`src/rtl/sme_pkg.sv`:
```
package sme_pkg;

  // Frame length codes carried in the low two bits of the control word.
  localparam logic [1:0] SZ_4  = 2'd0;
  localparam logic [1:0] SZ_8  = 2'd1;
  localparam logic [1:0] SZ_16 = 2'd2;

  localparam int LEN_W = 5;

  typedef enum logic {
    ST_IDLE  = 1'b0,
    ST_SHIFT = 1'b1
  } sme_state_e;

  // Bits per frame for a size code; the reserved code falls back to 8.
  function automatic logic [LEN_W-1:0] frame_len(input logic [1:0] code);
    logic [LEN_W-1:0] n;
    case (code)
      SZ_4:    n = 5'd4;
      SZ_16:   n = 5'd16;
      default: n = 5'd8;
    endcase
    return n;
  endfunction

endpackage

```
`src/rtl/sme_baud_tick.sv`:
```
// Half-period timer: one tick per serial clock edge while running.
module sme_baud_tick #(
  parameter int DIV_W = 16
) (
  input  logic             clk,
  input  logic             rst_n,
  input  logic             run,
  input  logic [DIV_W-1:0] div,
  output logic             tick
);
  localparam int HALF_W = DIV_W - 1;

  logic [HALF_W-1:0] half;
  logic [HALF_W-1:0] cnt_q, cnt_d;
  logic              unused_div;

  assign unused_div = div[0];

  // Even divider with a floor of 2: half period is div/2, at least 1.
  always_comb begin
    if (div[DIV_W-1:1] == '0) half = HALF_W'(1);
    else                      half = div[DIV_W-1:1];
  end

  assign tick = run && (cnt_q == '0);

  always_comb begin
    cnt_d = cnt_q;
    if (!run)           cnt_d = half - HALF_W'(1);
    else if (cnt_q == '0) cnt_d = half - HALF_W'(1);
    else                cnt_d = cnt_q - HALF_W'(1);
  end

  always_ff @(posedge clk or negedge rst_n) begin
    if (!rst_n) cnt_q <= '0;
    else        cnt_q <= cnt_d;
  end

endmodule

```
`src/rtl/sme_sequencer.sv`:
```
// Frame sequencer: start/abort decisions, edge counting, serial clock.
module sme_sequencer
  import sme_pkg::*;
#(
  parameter int EDGE_W = LEN_W + 1
) (
  input  logic       clk,
  input  logic       rst_n,
  input  logic       en,
  input  logic       sel_any,
  input  logic       tx_empty,
  input  logic       pol_in,
  input  logic       pha_in,
  input  logic [1:0] size_in,
  input  logic       tick,
  output logic       start,
  output logic       busy,
  output logic       sclk,
  output logic       drive,
  output logic       sample,
  output logic       done
);
  sme_state_e        st_q, st_d;
  logic              sclk_q, sclk_d;
  logic [EDGE_W-1:0] ecnt_q, ecnt_d;
  logic              pha_q, pha_d;
  logic [LEN_W-1:0]  len_q, len_d;

  logic abort, step, odd_edge, last_edge;

  assign busy  = (st_q == ST_SHIFT);
  assign sclk  = sclk_q;

  assign start = (st_q == ST_IDLE) && en && sel_any && !tx_empty;
  assign abort = (st_q == ST_SHIFT) && !en;
  assign step  = (st_q == ST_SHIFT) && en && tick;

  // The edge about to happen is number ecnt_q+1 (1-based).
  assign odd_edge  = !ecnt_q[0];
  assign last_edge = (ecnt_q == ({len_q, 1'b0} - EDGE_W'(1)));

  assign drive  = step && (pha_q ? odd_edge : (!odd_edge && !last_edge));
  assign sample = step && (pha_q ? !odd_edge : odd_edge);
  assign done   = step && last_edge;

  always_comb begin
    st_d   = st_q;
    ecnt_d = ecnt_q;
    pha_d  = pha_q;
    len_d  = len_q;
    if (start) begin
      st_d   = ST_SHIFT;
      ecnt_d = '0;
      pha_d  = pha_in;
      len_d  = frame_len(size_in);
    end else if (abort || done) begin
      st_d   = ST_IDLE;
    end else if (step) begin
      ecnt_d = ecnt_q + EDGE_W'(1);
    end
  end

  always_comb begin
    if ((st_q == ST_IDLE) || abort) sclk_d = pol_in;
    else if (step)                  sclk_d = ~sclk_q;
    else                            sclk_d = sclk_q;
  end

  always_ff @(posedge clk or negedge rst_n) begin
    if (!rst_n) begin
      st_q   <= ST_IDLE;
      sclk_q <= 1'b0;
      ecnt_q <= '0;
      pha_q  <= 1'b0;
      len_q  <= 5'd8;
    end else begin
      st_q   <= st_d;
      sclk_q <= sclk_d;
      ecnt_q <= ecnt_d;
      pha_q  <= pha_d;
      len_q  <= len_d;
    end
  end

endmodule

```
`src/rtl/sme_shifter.sv`:
```
// Transmit and receive shift registers with MSB-first ordering.
module sme_shifter
  import sme_pkg::*;
#(
  parameter int DATA_W = 16
) (
  input  logic              clk,
  input  logic              rst_n,
  input  logic              load,
  input  logic              pha_in,
  input  logic [1:0]        size_in,
  input  logic [DATA_W-1:0] tx_data,
  input  logic              drive,
  input  logic              sample,
  input  logic              done,
  input  logic              miso,
  output logic              mosi,
  output logic [DATA_W-1:0] rx_data,
  output logic              rx_push
);
  logic [DATA_W-1:0] aligned;
  logic [DATA_W-1:0] txs_q, txs_d;
  logic [DATA_W-1:0] rxs_q, rxs_d, rxs_next;
  logic [DATA_W-1:0] rxd_q, rxd_d;
  logic              mosi_q, mosi_d;
  logic              push_q;

  // Left-justify the frame so its MSB leaves first; upper bits drop off.
  assign aligned = tx_data << (DATA_W - int'(frame_len(size_in)));

  assign rxs_next = sample ? {rxs_q[DATA_W-2:0], miso} : rxs_q;

  always_comb begin
    txs_d  = txs_q;
    mosi_d = mosi_q;
    if (load) begin
      if (!pha_in) {mosi_d, txs_d} = {aligned, 1'b0};
      else         txs_d = aligned;
    end else if (drive) begin
      {mosi_d, txs_d} = {txs_q, 1'b0};
    end
  end

  always_comb begin
    rxs_d = load ? '0 : rxs_next;
    rxd_d = done ? rxs_next : rxd_q;
  end

  always_ff @(posedge clk or negedge rst_n) begin
    if (!rst_n) begin
      txs_q  <= '0;
      mosi_q <= 1'b0;
      rxs_q  <= '0;
      rxd_q  <= '0;
      push_q <= 1'b0;
    end else begin
      txs_q  <= txs_d;
      mosi_q <= mosi_d;
      rxs_q  <= rxs_d;
      rxd_q  <= rxd_d;
      push_q <= done;
    end
  end

  assign mosi    = mosi_q;
  assign rx_data = rxd_q;
  assign rx_push = push_q;

endmodule

```
`src/rtl/spi_shift_master.sv`:
```
// SPI master serial engine: top level.
module spi_shift_master #(
  parameter int DATA_W = 16,
  parameter int DIV_W  = 16,
  parameter int CS_NUM = 2
) (
  input  logic              clk,
  input  logic              rst_n,
  input  logic              enable,
  input  logic [7:0]        ctrl_word,
  input  logic [DIV_W-1:0]  baud_div,
  input  logic [CS_NUM-1:0] sel_mask,
  input  logic              tx_empty,
  input  logic [DATA_W-1:0] tx_data,
  output logic              tx_pop,
  output logic              rx_push,
  output logic [DATA_W-1:0] rx_data,
  output logic              busy,
  output logic              sclk,
  output logic              mosi,
  input  logic              miso,
  output logic [CS_NUM-1:0] cs_n
);
  localparam int POL_BIT = 7;
  localparam int PHA_BIT = 6;

  logic [1:0]        rst_sync_q;
  logic              rst_core_n;
  logic              en_i;
  logic              tick, start, drive, sample, done;
  logic [CS_NUM-1:0] cs_q, cs_d;
  logic              unused_ctrl;

  assign unused_ctrl = ^ctrl_word[5:2];

  // Asynchronous assert, synchronous release.
  always_ff @(posedge clk or negedge rst_n) begin
    if (!rst_n) rst_sync_q <= 2'b00;
    else        rst_sync_q <= {rst_sync_q[0], 1'b1};
  end
  assign rst_core_n = rst_sync_q[1];

  assign en_i   = enable && rst_core_n;
  assign tx_pop = start;

  sme_baud_tick #(.DIV_W(DIV_W)) u_baud (
    .clk   (clk),
    .rst_n (rst_core_n),
    .run   (busy),
    .div   (baud_div),
    .tick  (tick)
  );

  sme_sequencer u_seq (
    .clk      (clk),
    .rst_n    (rst_core_n),
    .en       (en_i),
    .sel_any  (|sel_mask),
    .tx_empty (tx_empty),
    .pol_in   (ctrl_word[POL_BIT]),
    .pha_in   (ctrl_word[PHA_BIT]),
    .size_in  (ctrl_word[1:0]),
    .tick     (tick),
    .start    (start),
    .busy     (busy),
    .sclk     (sclk),
    .drive    (drive),
    .sample   (sample),
    .done     (done)
  );

  sme_shifter #(.DATA_W(DATA_W)) u_shift (
    .clk     (clk),
    .rst_n   (rst_core_n),
    .load    (start),
    .pha_in  (ctrl_word[PHA_BIT]),
    .size_in (ctrl_word[1:0]),
    .tx_data (tx_data),
    .drive   (drive),
    .sample  (sample),
    .done    (done),
    .miso    (miso),
    .mosi    (mosi),
    .rx_data (rx_data),
    .rx_push (rx_push)
  );

  // One registered active-low select per slave.
  for (genvar i = 0; i < CS_NUM; i++) begin : g_cs
    always_comb cs_d[i] = ~(en_i & sel_mask[i]);
    always_ff @(posedge clk or negedge rst_core_n) begin
      if (!rst_core_n) cs_q[i] <= 1'b1;
      else             cs_q[i] <= cs_d[i];
    end
  end

  assign cs_n = cs_q;

endmodule

```
`config.mk`:
```
export PLATFORM = sky130hd
export DESIGN_NAME = spi_shift_master
export DESIGN_NICKNAME = d
export VERILOG_FILES = /design/src/rtl/sme_pkg.sv /design/src/rtl/sme_baud_tick.sv /design/src/rtl/sme_sequencer.sv /design/src/rtl/sme_shifter.sv /design/src/rtl/spi_shift_master.sv
export SDC_FILE = /design/constraint.sdc
export NUM_CORES = 1
export LEC_CHECK = 0
export ABC_CLOCK_PERIOD_IN_PS = 8800
export BUFFER_PORTS_ARGS = -buffer_cell sky130_fd_sc_hd__buf_2
export CAP_MARGIN = 5
export CORE_ASPECT_RATIO = 0.8
export CORE_MARGIN = 3
export CORE_UTILIZATION = 55
export CTS_CLUSTER_SIZE = 10
export DETAILED_ROUTE_END_ITERATION = 8
export PLACE_DENSITY = 0.77
export SYNTH_ARGS = -nofsm -noshare
export SYNTH_HDL_FRONTEND = slang
export SYNTH_HIERARCHICAL = 1
export SYNTH_SLANG_ARGS = --single-unit
```
`constraint.sdc`:
```
create_clock -name clk -period 8.8 [get_ports clk]
set_input_delay 0 -clock clk [delete_from_list [all_inputs] [get_ports clk]]
set_output_delay 0 -clock clk [all_outputs]
set_load 0.01 [all_outputs]
```
# Word level (Yosys, flattened, before mapping)
# Cells that the tools add are included.
[totals]
reg_bits = 83
in_bits = 47
output_inout_bits = 23
wordCells = 79
[op_classes]
add_sub_neg = 5
n_eq_ne = 4
n_shift = 1
n_mux = 21
bitwise = 6
reduce_logical = 28
[ops]
columns = ["op", "count"]
rows = [
  ["$mux W16", 5],
  ["$mux W15", 3],
  ["$shl A16 B32 Y16", 1],
  ["$logic_not A15 Y1", 2],
  ["$sub A15 B1 Y15 const B", 2],
  ["$mux W6", 3],
  ["$logic_and A1 B1 Y1", 12],
  ["$pmux W5 S2", 1],
  ["$mux W1", 9],
  ["$reduce_bool A2 Y1", 4],
  ["$add A6 B1 Y6 const B", 1],
  ["$eq A6 B6 Y1", 1],
  ["$sub A5 B5 Y6 const A", 1],
  ["$sub A6 B1 Y6 const B", 1],
  ["$logic_not A1 Y1", 4],
  ["$not A1 Y1", 4],
  ["$reduce_and A2 Y1", 2],
  ["$and A1 B1 Y1", 2],
  ["$eq A2 B2 Y1 const B", 1],
  ["$logic_not A2 Y1", 1],
  ["$logic_or A1 B1 Y1", 2],
  ["$ne A2 B1 Y1 const B", 1],
  ["$ne A2 B2 Y1 const B", 1],
  ["$reduce_or A2 Y1", 1],
]

# Longest topological paths before layout
[logic_depth]
depth_word = 8
ltp_mapped = 11
depth_no_buf = 10

# Hierarchy
# Netlist, hierarchy kept.
[by_module_without_submodules]
columns = ["module", "instances", "cells_each", "area_each_um2", "seq_area_each_um2"]
rows = [
  ["sme_shifter", 1, 230, 2413.6, 1251.2],
  ["sme_baud_tick", 1, 127, 1238.7, 375.4],
  ["sme_sequencer", 1, 71, 655.6, 301.5],
  ["spi_shift_master", 1, 9, 128.9, 102.6],
]

# Worst setup path before layout
# OpenSTA, ideal clock, no wires.
[synth_timing]
path_type = "register to register"
start = "register rst_sync_q[1]"
end = "register u_shift.txs_q[9]"
setup_time_ps = 126
arrival_ps = 3602
required_time_ps = 8674
path_slack_ps = 5072
path_stages_with_launch = 9
n_path_buf = 3
period_less_slack_ps = 3728
cell_sequence = "dfrtp_1 > and2_1 > nand4bb_1 > clkbuf_1 > clkinv_1 > buf_4 > buf_2 > o22ai_1 > o32a_1"
[synth_via]
elab_chain_len = 5
word_cells_on_any_way = 9
classes_between = "mux: 1; reduce/logical: 8"
[synth_rtl]
columns = ["element", "line", "rtl"]
rows = [
  ["from (decl)", "spi_shift_master.sv:27", "logic [1:0] rst_sync_q;"],
  ["from (signal assigned)", "spi_shift_master.sv:39", "else rst_sync_q <= {rst_sync_q[0], 1'b1};"],
  ["$logic_and A1 B1 Y1 *", "spi_shift_master.sv:43", "assign en_i = enable && rst_core_n;"],
  ["named net en_i", "spi_shift_master.sv:29", "logic en_i;"],
  ["$logic_and A1 B1 Y1 * (3 in series)", "sme_sequencer.sv:34", "assign start = (st_q == ST_IDLE) && en && sel_any && !tx_empty;"],
  ["named net tx_pop", "spi_shift_master.sv:15", "output logic tx_pop,"],
  ["$mux W16 or $reduce_bool A2 Y1 (tied branches)", "-", ""],
  ["to (signal assigned)", "sme_shifter.sv:57", "txs_q <= txs_d;"],
  ["to (decl)", "sme_shifter.sv:22", "logic [DATA_W-1:0] txs_q, txs_d;"],
]
# Mark *: on every way through the listed nets, which the timed path passes. The rest lies on a longest branch.
# A chain may end at the register's enable or synchronous reset.

# Worst setup path in the final report
[layout_timing]
start = "register u_baud.cnt_q[0]"
end = "register u_shift.rxd_q[15] (netlist: u_shift/rx_data[15])"
[layout_via]
word_cells_on_any_way = 6
classes_between = "mux: 1; reduce/logical: 5"
[layout_rtl]
columns = ["element", "line", "rtl"]
rows = [
  ["from (decl)", "sme_baud_tick.sv:14", "logic [HALF_W-1:0] cnt_q, cnt_d;"],
  ["from (signal assigned)", "sme_baud_tick.sv:36", "else cnt_q <= cnt_d;"],
  ["$logic_not A15 Y1", "sme_baud_tick.sv:25", "assign tick = run && (cnt_q == '0);"],
  ["$logic_and A1 B1 Y1", "sme_baud_tick.sv:25", ""],
  ["named net tick", "spi_shift_master.sv:30", "logic tick, start, drive, sample, done;"],
  ["$logic_and A1 B1 Y1", "sme_sequencer.sv:36", "assign step = (st_q == ST_SHIFT) && en && tick;"],
  ["$logic_and A1 B1 Y1", "sme_sequencer.sv:44", "assign done = step && last_edge;"],
  ["named net done", "spi_shift_master.sv:30", ""],
  ["to (signal assigned)", "sme_shifter.sv:60", "rxd_q <= rxd_d;"],
  ["to (decl)", "sme_shifter.sv:24", "logic [DATA_W-1:0] rxd_q, rxd_d;"],
]
# The timed path passes the listed nets, and every way through them passes these cells.

==> impl_metrics.xml <==
<?xml version="1.0" encoding="UTF-8"?>
<metrics>
  <group name="outcome">
    <metric name="outcome" unit="">finished, final reports clean</metric>
  </group>
  <group name="cts">
    <metric name="cts_root_buf" unit="">sky130_fd_sc_hd__clkbuf_8</metric>
    <metric name="clk-insertion-delay-late" unit="ns">0.36</metric>
    <metric name="cts-root-to-sink-buffers" unit="">2</metric>
    <metric name="clk_transition_reported_paths" unit="ns">0.09</metric>
    <metric name="cts_setup_buffers" unit="">0</metric>
    <metric name="cts.htree.levels" unit="">3</metric>
    <metric name="cts_tree" unit="">done</metric>
    <metric name="cts_num_sinks" unit="">81</metric>
    <metric name="cts_repair_resize_count" unit="">0</metric>
    <metric name="cts_hold_repair.buffers" unit="">15</metric>
    <metric name="inserted_clock_buffers" unit="">9</metric>
  </group>
  <group name="critical_path">
    <metric name="worstSetupEndpointType" unit="">flip-flop</metric>
    <metric name="worst_path_maximum_fanout" unit="">34</metric>
    <metric name="worst_path_max_delay_cell" unit="">sky130_fd_sc_hd__nor2_2</metric>
    <metric name="crit_arrival" unit="ns">3.52</metric>
    <metric name="critical_path.startpoint_type" unit="">flip-flop</metric>
    <metric name="critical_path_class" unit="">flip-flop to flip-flop</metric>
    <metric name="crit_chain" unit="">inv_1 &gt; ha_1 &gt; nor4b_2 &gt; nand4_1 &gt; nor2_1 &gt; nand3_1 &gt; nor2_2 &gt; nor2_1 &gt; a21oi_1</metric>
    <metric name="crit_top_cell" unit="">sky130_fd_sc_hd__nor2_1</metric>
    <metric name="critical-path-max-stage-delay" unit="ns">0.98</metric>
    <metric name="worstPathRequired" unit="ns">9.08</metric>
    <metric name="r2r_cells" unit="">9</metric>
  </group>
  <group name="timing">
    <metric name="smallest_setup_slack_after_layout" unit="ns">5.56</metric>
    <metric name="fin_crit_share" unit="%">36.9</metric>
    <metric name="finalSetupViolCount" unit="">0</metric>
    <metric name="fin_clk_skew" unit="ns">0.0123</metric>
    <metric name="grt_setup_unrepaired" unit="">false</metric>
    <metric name="report.final.hold_viol_count" unit="">0</metric>
    <metric name="clock.fmax" unit="MHz">308</metric>
    <metric name="timing_worst_slew_pin_value" unit="ns">1.22</metric>
    <metric name="layout_min_cycle_time" unit="ns">3.24</metric>
    <metric name="timing.setup.tns" unit="ns">0</metric>
    <metric name="finalMaxSlewViolations" unit="">0</metric>
    <metric name="max-slew-margin-rel" unit="%">18.8</metric>
    <metric name="hold-worst-slack" unit="ns">0.00305</metric>
  </group>
  <group name="detailed_routing">
    <metric name="dr.max_layer_used" unit="">met4</metric>
    <metric name="antenna_left" unit="">0</metric>
    <metric name="route.vias.total" unit="">3589</metric>
    <metric name="remaining_drc_errors" unit="">0</metric>
    <metric name="drt-total-wl" unit="µm">9660</metric>
    <metric name="number_of_detailed_routing_iterations_run_before_antenna_repair" unit="">4</metric>
    <metric name="met2_wire_length" unit="µm">4350</metric>
    <metric name="routedWlPerCell" unit="µm">15.6</metric>
    <metric name="wl_met3" unit="µm">556</metric>
    <metric name="vias_per_cell" unit="">5.78</metric>
    <metric name="drt-initial-drc-count" unit="">278</metric>
    <metric name="drt-met1-wl" unit="µm">4680</metric>
  </group>
  <group name="grt">
    <metric name="first_pass_grt_wire_length" unit="µm">16600</metric>
    <metric name="grt_antenna_before_repair" unit="">0</metric>
    <metric name="globalRoute.totalOverflow" unit="">0</metric>
    <metric name="global_route.usage.total" unit="%">22.3</metric>
    <metric name="largest_net_degree_at_the_start_of_global_routing" unit="">82</metric>
    <metric name="vias_in_the_first_global_route" unit="">3531</metric>
  </group>
  <group name="placed_design">
    <metric name="buffer_ports.inserted" unit="">64</metric>
    <metric name="hpwlAfterDp" unit="µm">6740</metric>
    <metric name="placed_cells" unit="">590</metric>
    <metric name="pre_cts_slack" unit="ns">5.59</metric>
    <metric name="dpl_cell_area" unit="mm²">0.00481</metric>
    <metric name="final_wtd_congestion" unit="">0.826</metric>
  </group>
  <group name="logic_synthesis">
    <metric name="synth_edf_count" unit="">0</metric>
    <metric name="synth-warning-count" unit="">6</metric>
    <metric name="synth.avg_cell_area" unit="µm²">10.2</metric>
    <metric name="synth_cell_type_count" unit="">70</metric>
    <metric name="synth_fp_nets" unit="">489</metric>
    <metric name="synth_sequential_area_ratio" unit="%">45.8</metric>
    <metric name="synth.cell_area" unit="mm²">0.00444</metric>
    <metric name="synthCells" unit="">437</metric>
    <metric name="postSynth.topFlopCell" unit="">sky130_fd_sc_hd__dfrtp_1</metric>
    <metric name="synth_async_sr_flop_share" unit="%">100</metric>
    <metric name="synth_seq_cells" unit="">81</metric>
  </group>
  <group name="finish">
    <metric name="finish.cell_count_without_fillers" unit="">621</metric>
    <metric name="area_delta_synth_final" unit="%">16.5</metric>
    <metric name="n_antenna_cell" unit="">0</metric>
    <metric name="finalNetCount" unit="">563</metric>
    <metric name="fin_util" unit="%">68.0</metric>
    <metric name="final_cell_area" unit="mm²">0.00517</metric>
    <metric name="post_route_cells_drive_above_1_share" unit="%">20.7</metric>
  </group>
  <group name="die">
    <metric name="die_area" unit="mm²">0.00919</metric>
    <metric name="rows" unit="">28</metric>
    <metric name="die_w" unit="µm">106</metric>
    <metric name="io-pin-count" unit="">70</metric>
    <metric name="initial_core_utilization" unit="%">58.4</metric>
    <metric name="core_area" unit="mm²">0.00760</metric>
    <metric name="die_height" unit="µm">86.3</metric>
  </group>
  <group name="power_and_ir_drop">
    <metric name="power.ir.vdd_worst" unit="V">0.0000967</metric>
    <metric name="power" unit="mW">0.811</metric>
    <metric name="power-per-cell-area" unit="mW/mm²">157</metric>
    <metric name="power_leakage" unit="nW">2.37</metric>
  </group>
  <group name="hold_path">
    <metric name="worst_min_path_class" unit="">input pin to flip-flop</metric>
    <metric name="worstHoldPathCells" unit="">3</metric>
  </group>
  <group name="run">
    <metric name="drv.max_cap_violation_count" unit="">0</metric>
  </group>
</metrics>
[placed cells by master, fill, tap and decap left out, types with 4 or more instances in the layout]
master                          synthesis  final
sky130_fd_sc_hd__nor3_1                 8      7
sky130_fd_sc_hd__a21oi_1               31     31
sky130_fd_sc_hd__nor4_1                 7      7
sky130_fd_sc_hd__xor2_1                 9      9
sky130_fd_sc_hd__and4_1                 5      5
sky130_fd_sc_hd__mux2i_1               43     43
sky130_fd_sc_hd__mux2_2                 4      4
sky130_fd_sc_hd__buf_2                  8     64
sky130_fd_sc_hd__o211ai_1               5      5
sky130_fd_sc_hd__dlygate4sd3_1          0     15
sky130_fd_sc_hd__nand2_1               23     23
sky130_fd_sc_hd__inv_1                 10     10
sky130_fd_sc_hd__o22ai_1                7      7
sky130_fd_sc_hd__nor2b_1                8      8
sky130_fd_sc_hd__clkbuf_8               0     10
sky130_fd_sc_hd__and2_1                 4      4
sky130_fd_sc_hd__nand3b_1               5      5
sky130_fd_sc_hd__xnor2_1               12     12
sky130_fd_sc_hd__nand4_1                8      8
sky130_fd_sc_hd__ha_1                   5      5
sky130_fd_sc_hd__o21ai_0                5      5
sky130_fd_sc_hd__buf_4                  3      4
sky130_fd_sc_hd__nor2_1                59     58
sky130_fd_sc_hd__nand2b_1              13     13
sky130_fd_sc_hd__dfrtp_1               78     77
sky130_fd_sc_hd__nand3_1                8      8
[layer usage]
metal  up-vias  track usage, %
met4         0            5.57
met1      1743            32.5
met2       107            33.4
li1       1731               -
met5         -               0
met3         8            6.33
[worst max-delay path, delay by kind of cell, from the launching register on]
family / cells / cell delay, ns
AOI/OAI and AO/OA: 1 / 0.16
adders and majority gates: 1 / 0.20
buffers and inverters: 1 / 0.09
DFF: 1 / 0.41
and+or+nand+nor: 6 / 2.31
[layout make-up]
cell class	instances	area [µm²]
clock buffers	10	138
clock inverters	6	72.6
fillers	595	2430
inverters	11	41.3
multi-input cells	325	2250
flip-flops and latches	81	2030
well taps	105	131
repair buffers	83	500
[state kept, by name, indices dropped and copies added, names as in the netlist]
name	cells
cs_n	2
rst_sync_q	2
u_baud/cnt_q	15
u_seq/busy	1
u_seq/ecnt_q	6
u_seq/len_q	3
u_seq/pha_q	1
u_seq/sclk	1
u_shift/mosi	1
u_shift/rx_data	16
u_shift/rx_push	1
u_shift/rxs_q	16
u_shift/txs_q	16
[report_power, final]
part | internal, mW | switching, mW | leakage (nW)
Combinational | 0.0527 | 0.0581 | 1.22
Clock | 0.142 | 0.142 | 0.103
Sequential | 0.397 | 0.0190 | 1.05
[logic make-up (layout without fill, tap and decap cells)]
logic type      count (synthesis)  after routing  share of synthesized area [%]
simple gates                  172            172                           22.1
mux                            48             48                           11.1
compound gates                 77             77                           11.3
other cells                     1              1                         0.0845
xor+xnor                       22             22                           4.65
flops                          81             81                           45.8
buf+inv                        31            110                           3.67
fa+ha+maj                       5              5                           1.41
[final timing paths]
check / start / end / slack [ns]
setup reg to reg: u_baud/cnt_q[0] / u_shift/rx_data[15] / 5.56
hold / removal: tx_data[7] / u_shift/txs_q[15] / 0.003
hold reg to reg: rst_sync_q[0] / rst_sync_q[1] / 0.37
min in group asynchronous: rst_n / rst_sync_q[1] / 0.52
setup / recovery: u_baud/cnt_q[0] / u_shift/rx_data[15] / 5.56
max in group asynchronous: rst_sync_q[1] / u_shift/txs_q[11] / 7.60
[Yosys cell counts (all sizes together) (8+ instances only)]
cell	number	share of area [%]
a21oi	31	3.5
nor3	8	0.90
xor2	9	1.8
nand3	8	0.90
nor2	59	5.0
nor2b	8	1.1
inv	10	0.85
nor4	10	2.0
mux2i	43	9.7
dfrtp	78	44
nand2b	13	1.8
buf	13	2.1
xnor2	12	2.4
nand4	8	1.1
nand2	24	2.1
Power figures use the tool's default switching activity.
